File: src/rtl/rs485_dir_pkg.sv
package rs485_dir_pkg;
  typedef enum logic [1:0] {
    ST_IDLE   = 2'd0,
    ST_SETUP  = 2'd1,
    ST_ACTIVE = 2'd2
  } dir_state_e;
endpackage

File: src/rtl/rs485_rst_sync.sv
module rs485_rst_sync (
  input  logic clk,
  input  logic rst_n_i,
  output logic rst_n_o
);
  logic [1:0] sync_q;

  always_ff @(posedge clk or negedge rst_n_i) begin
    if (!rst_n_i) sync_q <= 2'b00;
    else          sync_q <= {sync_q[0], 1'b1};
  end

  assign rst_n_o = sync_q[1];
endmodule

File: src/rtl/rs485_settle_timer.sv
module rs485_settle_timer #(
  parameter int SETTLE_TICKS = 1
) (
  input  logic clk,
  input  logic rst_n,
  input  logic run,
  input  logic tick,
  output logic done
);
  localparam int CW = (SETTLE_TICKS < 2) ? 1 : $clog2(SETTLE_TICKS);
  localparam logic [CW-1:0] LAST = CW'(SETTLE_TICKS - 1);

  logic [CW-1:0] cnt_q, cnt_d;
  logic          cnt_en;

  // Ticks are counted only while the settle phase runs; leaving it clears the count.
  always_comb begin
    done   = run && tick && (cnt_q == LAST);
    cnt_en = !run || tick;
    if (!run || done) cnt_d = '0;
    else              cnt_d = cnt_q + 1'b1;
  end

  always_ff @(posedge clk or negedge rst_n) begin
    if (!rst_n)      cnt_q <= '0;
    else if (cnt_en) cnt_q <= cnt_d;
  end
endmodule

File: src/rtl/rs485_dir_fsm.sv
module rs485_dir_fsm
  import rs485_dir_pkg::*;
(
  input  logic       clk,
  input  logic       rst_n,
  input  logic       mode_en,
  input  logic       txq_nonempty,
  input  logic       stop_done,
  input  logic       settle_done,
  output dir_state_e state_o
);
  dir_state_e state_q, state_d;

  always_comb begin
    state_d = state_q;
    if (!mode_en) begin
      state_d = ST_IDLE;
    end else begin
      unique case (state_q)
        ST_IDLE:   if (txq_nonempty) state_d = ST_SETUP;
        ST_SETUP:  if (settle_done)  state_d = ST_ACTIVE;
        // A stop strobe with more data queued keeps the line driven.
        ST_ACTIVE: if (stop_done && !txq_nonempty) state_d = ST_IDLE;
        default:   state_d = ST_IDLE;
      endcase
    end
  end

  always_ff @(posedge clk or negedge rst_n) begin
    if (!rst_n) state_q <= ST_IDLE;
    else        state_q <= state_d;
  end

  assign state_o = state_q;
endmodule

File: src/rtl/rs485_dir_outmux.sv
module rs485_dir_outmux
  import rs485_dir_pkg::*;
(
  input  logic       mode_en,
  input  logic       rts_manual,
  input  dir_state_e state,
  input  logic       txq_nonempty,
  input  logic       shift_busy,
  output logic       dir_out,
  output logic       tx_permit,
  output logic       tx_empty
);
  logic drained;

  always_comb begin
    drained = !txq_nonempty && !shift_busy;
    if (mode_en) begin
      dir_out   = (state != ST_IDLE);
      tx_permit = (state == ST_ACTIVE);
      tx_empty  = drained && (state == ST_IDLE);
    end else begin
      dir_out   = rts_manual;
      tx_permit = 1'b1;
      tx_empty  = drained;
    end
  end
endmodule

File: src/rtl/rs485_dir_ctrl.sv
module rs485_dir_ctrl
  import rs485_dir_pkg::*;
#(
  parameter int SETTLE_TICKS = 1
) (
  input  logic clk,
  input  logic rst_n,
  input  logic mode_en,
  input  logic rts_manual,
  input  logic txq_nonempty,
  input  logic shift_busy,
  input  logic stop_done,
  input  logic bit_tick,
  output logic dir_out,
  output logic tx_permit,
  output logic tx_empty
);
  logic       rst_sync_n;
  logic       settle_done;
  dir_state_e state;

  rs485_rst_sync u_rst (
    .clk     (clk),
    .rst_n_i (rst_n),
    .rst_n_o (rst_sync_n)
  );

  rs485_settle_timer #(.SETTLE_TICKS(SETTLE_TICKS)) u_settle (
    .clk   (clk),
    .rst_n (rst_sync_n),
    .run   (mode_en && (state == ST_SETUP)),
    .tick  (bit_tick),
    .done  (settle_done)
  );

  rs485_dir_fsm u_fsm (
    .clk          (clk),
    .rst_n        (rst_sync_n),
    .mode_en      (mode_en),
    .txq_nonempty (txq_nonempty),
    .stop_done    (stop_done),
    .settle_done  (settle_done),
    .state_o      (state)
  );

  rs485_dir_outmux u_out (
    .mode_en      (mode_en),
    .rts_manual   (rts_manual),
    .state        (state),
    .txq_nonempty (txq_nonempty),
    .shift_busy   (shift_busy),
    .dir_out      (dir_out),
    .tx_permit    (tx_permit),
    .tx_empty     (tx_empty)
  );
endmodule

File: config.mk
export PLATFORM = sky130hd
export DESIGN_NAME = rs485_dir_ctrl
export DESIGN_NICKNAME = d
export VERILOG_FILES = /design/src/rtl/rs485_dir_pkg.sv /design/src/rtl/rs485_rst_sync.sv /design/src/rtl/rs485_settle_timer.sv /design/src/rtl/rs485_dir_fsm.sv /design/src/rtl/rs485_dir_outmux.sv /design/src/rtl/rs485_dir_ctrl.sv
export SDC_FILE = /design/constraint.sdc
export NUM_CORES = 1
export LEC_CHECK = 0
export BUFFER_PORTS_ARGS = -buffer_cell sky130_fd_sc_hd__clkbuf_2
export CORE_AREA = 2 2 39 41
export DETAILED_ROUTE_END_ITERATION = 6
export DIE_AREA = 0 0 41 43
export PLACE_DENSITY = 0.46
export SETUP_SLACK_MARGIN = 0.3
export SYNTH_ARGS = -nofsm -noshare
export SYNTH_HDL_FRONTEND = slang
export SYNTH_HIERARCHICAL = 1
export SYNTH_SLANG_ARGS = --single-unit
File: constraint.sdc
create_clock -name clk -period 0.9 [get_ports clk]
set_clock_uncertainty 0.2 [all_clocks]
set_input_delay 0.045 -clock clk [delete_from_list [all_inputs] [get_ports clk]]
set_output_delay 0.045 -clock clk [all_outputs]
set_load 0.005 [all_outputs]
==> results.tsv, run 1 <==
metric	value	unit
root buf cell	clkbuf_4	
power density over the cells	1430	nW/um2
Syn-to-layout area delta	75.7	%
Seq/Total Area, Yosys	0.529	
Logic pwr share	0.159	
post-route ant nets	0	
Via density	3.81	
Net Sw Frac	0.243	
largest net degree at the start of global routing	5	
Setup WS pre-CTS	-0.471	ns
vias in the first global route	250	
flops & latches, synth	5	
CTS Buf Count	3	
Core Footprint	1380	um2
dpl hpwl	425	um
initial antenna violation count	0	
final instance area	415	um2
nets	51	
clock network power share	0.437	
Worst setup EP type	output port	
DP Area	334	um2
share of cells above drive strength 1	0.571	
die height	43	um
worst-path fanout max	3	
fraction of the cycle the final worst path needs	1.62	
status	finished, violations left	
CP arrival	1.21	ns
clk_lat worst skew	0.24	ns
Startpoint Class	register	
Fin Hold WS	-0.159	ns
CTS tree	built	
# diodes	0	
Mapped Nets	30	
Max Slew Vio Count	0	
Req. time, crit path	0.65	ns
Worst R2R Setup Slack	-0.48	ns
GRT Util Overall	0.0807	
net switching power	0.145	mW
Int Pwr	0.450	mW
FILL cells	153	
Final WS setup	-0.557	ns
VDD IR-drop max	0.434	mV
post-synthesis cell count	22	
Distinct cells, synth	13	
reg2reg end	u_fsm/state_o[0]	
Mapped Area	236	um2
H-tree depth	1	
crit path time final	1.46	ns
grt ovf	0	
initial DRC count	2	
Max Fclk	686	MHz
Seq pwr share	0.403	
die area	1760	um2
Setup CP Type	register to output port	
Max Cap Violations	0	
average cell area after synthesis	10.7	um2
clk sink count	5	
Detailed Routing Iterations Pass 1	2	
initial core utilization	0.171	
DR WL/cell	9.57	um
Post-CTS Hold Buffers	1	
final setup fails	6	
via count	221	
RSZ-0062 raised after global routing	yes	
DRC errors left	0	
die span in x	41	um
clock slew at reported path FFs	0.05	ns
Hold Crit Class	register to async pin	
r2r worst-path depth	3	
routability cong.	0.684	
drt total wl	555	um
reg2reg start	u_fsm/state_o[0]	
port buffer count	10	
# IOs	11	
Hold Vio Cnt, Final	8	
leak pwr	0.215	nW
Max Buffers Root-to-Sink	2	
yosys warns	6	
num rows	14	
first-pass GRT wire length	924	um
failing checks	negative hold slack, negative setup slack	
==> cell usage in the layout (no fill, tap or decap), drive strengths merged <==
cell type	instances
a21oi	1
conb	1
a2111oi	1
and3b	3
o21ai	1
o21a	1
dfrtp	5
nand2b	1
clkinv	1
nor3	1
nor2	1
dlygate4sd3	1
buf	7
a21o	1
nand3b	2
inv	3
clkbuf	11
==> sequential cells by signal (all words and copies together), names as in the netlist <==
signal          count
u_fsm/state_o       2
u_settle/cnt_q      1
u_rst/sync_q        2
==> worst max path at each step <==
| stage | start | endpoint | slack, ns | cells after the start |
|---|---|---|---|---|
| 6_report | u_fsm/state_o[0] | dir_out | -0.56 | 4 |
| 5_1_grt | u_fsm/state_o[0] | dir_out | -0.63 | 4 |
| 4_1_cts | u_fsm/state_o[1] | dir_out | -0.57 | 4 |
| 3_5_place_dp | u_fsm/state_o[0] | u_fsm/state_o[0] | -0.47 | 3 |
| 3_3_place_gp | u_fsm/state_o[0] | u_fsm/state_o[0] | -0.41 | 3 |
| 2_1_floorplan | u_fsm/state_o[0] | u_fsm/state_o[0] | -0.45 | 3 |
==> power by group through the flow <==
| stage | clock network (mW) | logic [mW] | registers (mW) |
|---|---|---|---|
| 3_3_place_gp | 0 | 0.0740 | 0.243 |
| 3_5_place_dp | 0 | 0.0745 | 0.243 |
| 4_1_cts | 0.275 | 0.0869 | 0.240 |
| 6_report | 0.260 | 0.0948 | 0.240 |
| 5_1_grt | 0.303 | 0.104 | 0.241 |
| 2_1_floorplan | 0 | 0.0282 | 0.245 |
==> cells by family after synthesis <==
group,count (synthesis),share of synthesized area
compound gates,5,0.148
buf+inv,3,0.0476
flops,5,0.529
other cells,1,0.0159
simple gates,8,0.259
==> synth_stat cells <==
cell,count,share of area
inv_1,3,0.048
a21oi_1,1,0.021
and3b_1,3,0.11
a2111oi_1,1,0.042
o21ai_0,1,0.021
nand2b_1,1,0.026
nand3b_1,2,0.063
o21a_1,1,0.032
nor2_1,1,0.016
conb_1,1,0.016
dfrtp_1,5,0.53
a21o_1,1,0.032
nor3_2,1,0.042
==> worst max-delay path, stage by stage (launching register included) <==
cell and delay [ns]:
dfrtp_1 0.39, buf_6 0.12, o21a_1 0.20, a21o_1 0.15, clkbuf_2 0.10
==> cell type report <==
class / instances / area, um2 / share of cell area
sequential: 5 / 125 / 0.301
multi-input combinational: 14 / 123 / 0.295
timing repair buffer: 16 / 109 / 0.262
clock buffer: 3 / 22.5 / 0.0542
tap: 16 / 20.0 / 0.0482
inverter: 3 / 11.3 / 0.0271
clock inverter: 1 / 5.00 / 0.0120
==> layer usage <==
metal  GRT usage  routed length [um]
met5           0                   0
met4      0.0800                   0
met3      0.0314                  63
met2       0.116                 261
met1      0.0817                 230
==> timing repair <==
action | CTS | global route
endpoints found under the hold margin | 8 | 8
pin swaps | 2 | 2
endpoints found under the setup margin | 7 | 7
buffers inserted | 2 | 0
gates resized for setup | 3 | 7
gates cloned | 0 | 0
==> metrics by stage <==
step	TNS, ns	cells	util	power (mW)
5_1_grt	-2.93	58	0.300	0.648
6_report	-2.55	58	0.300	0.595
4_1_cts	-2.64	58	0.285	0.602
2_1_floorplan	-1.18	22	-	0.274
3_5_place_dp	-1.77	51	0.241	0.318
3_3_place_gp	-1.61	51	0.241	0.317
No activity file was read; power rests on OpenSTA's default activity.
==> inputs of run 2 (changes only) <==
--- a/config.mk
+++ b/config.mk
@@ -11,6 +11,7 @@
 export DIE_AREA = 0 0 41 43
 export PLACE_DENSITY = 0.46
 export SETUP_SLACK_MARGIN = 0.3
+export SKIP_LAST_GASP = 1
 export SYNTH_ARGS = -nofsm -noshare
 export SYNTH_HDL_FRONTEND = slang
 export SYNTH_HIERARCHICAL = 1
==> run 2 against run 1 <==
Effect of this change:
- the flow still finishes with violations (negative hold slack, negative setup slack)
- sequential power hardly changed
- fmax about the same
- first-iteration DRC count is the same
- largest cell class unchanged
- combinational power hardly changed
- non-clock buffer count unchanged
- power hardly changed
- clock-buffer cell count is the same
==> results.tsv, run 2 (synthesized netlist as in run 1, its figures left out) <==
metric	value	unit
status	finished, violations left	
failing checks	negative hold slack, negative setup slack	
Final WS setup	-0.558	ns
commonest cells after routing, fill and taps aside	clkbuf_2, dfrtp_1, clkbuf_4, buf_6, inv_1	
post-route ant nets	0	
die span in x	41	um
initial antenna violation count	0	
port buffer count	10	
via count	221	
CTS tree	built	
die area	1760	um2
grt ovf	0	
VDD IR-drop max	0.434	mV
Via density	3.81	
share of cells above drive strength 1	0.548	
initial DRC count	2	
final setup fails	6	
CP Launch Point	u_fsm/state_o[0]	
Setup CP Type	register to output port	
power density over the cells	1430	nW/um2
Core Footprint	1380	um2
CP arrival	1.21	ns
Finished Core Util	0.300	
vias in the first global route	250	
CTS Buf Count	3	
Max Slew Vio Count	0	
Hold Crit Class	register to async pin	
commonest non-fill, non-tap cell in the layout	clkbuf_2	
routability cong.	0.684	
Max Buffers Root-to-Sink	2	
Post-CTS Hold Buffers	1	
DRC errors left	0	
GRT Util Overall	0.0807	
# diodes	0	
root buf cell	clkbuf_4	
Max Fclk	686	MHz
Worst setup EP type	output port	
final std cells w/o fill	58	
Startpoint Class	register	
Pwr Total	0.595	mW
# IOs	11	
largest net degree at the start of global routing	5	
crit path time final	1.46	ns
dpl hpwl	425	um
RSZ-0062 raised after global routing	yes	
clock slew at reported path FFs	0.05	ns
first-pass GRT wire length	924	um
Detailed Routing Iterations Pass 1	2	
Post-Place Cells	51	
die height	43	um
DR WL/cell	9.71	um
worst-path fanout max	3	
H-tree depth	1	
leak pwr	0.214	nW
clk sink count	5	
nets	51	
clk_lat worst skew	0.24	ns
Syn-to-layout area delta	75.7	%
Setup WS pre-CTS	-0.471	ns
Max Cap Violations	0	
drt total wl	563	um
Fin Hold WS	-0.159	ns
fraction of the cycle the final worst path needs	1.62	
Req. time, crit path	0.65	ns
initial core utilization	0.171	
Hold Vio Cnt, Final	8	
reg2reg start	u_fsm/state_o[0]	
num rows	14	
-- run 2: final cells by class --
type | instances | area [um2]
fillers | 153 | 968
clock buffers | 3 | 22.5
clock inverters | 1 | 5.00
flip-flops and latches | 5 | 125
multi-input cells | 14 | 123
well taps | 16 | 20.0
repair buffers | 16 | 109
inverters | 3 | 11.3
-- run 2: worst paths after layout --
path                            cells past startpoint  slack, ns                to
worst min register to register                      0      -0.16  u_fsm/state_o[0]
min in group clk                                    2      -0.08    u_settle/cnt_q
worst max register to register                      3      -0.48  u_fsm/state_o[0]
max in group asynchronous                           2       0.50   u_rst/sync_q[1]
worst max-delay path                                4      -0.56           dir_out
worst min-delay path                                0      -0.16  u_fsm/state_o[0]
-- run 2: critical path, stage by stage (launching register included) --
cell,delay (ns)
dfrtp_1,0.39
buf_6,0.12
o21a_1,0.20
a21o_1,0.15
clkbuf_2,0.10
-- run 2: what timing repair did --
action,CTS,global route
gates resized for setup,3,6
endpoints found under the hold margin,8,8
pin swaps,2,2
endpoints found under the setup margin,7,7
setup buffers,2,0
-- run 2: layer usage --
layer	up-vias	GRT usage	part of all wire
li1	113	-	-
met1	97	0.0817	0.43
met2	11	0.116	0.46
met3	0	0.0314	0.11
met4	0	0.0800	0
met5	-	0	0
-- run 2: stage by stage --
step / area, um2 / setup TNS (ns)
3_3_place_gp: 334 / -1.61
5_1_grt: 415 / -2.94
6_report: 415 / -2.57
4_1_cts: 394 / -2.64
3_5_place_dp: 334 / -1.77
2_1_floorplan: 241 / -1.18
-- run 2: report_power, final --
| part | total, mW | internal [mW] | switching, mW | leakage (nW) |
|---|---|---|---|---|
| Combinational | 0.0949 | 0.0551 | 0.0398 | 0.133 |
| Clock | 0.260 | 0.161 | 0.0992 | 0.0177 |
| Sequential | 0.240 | 0.234 | 0.00597 | 0.0638 |
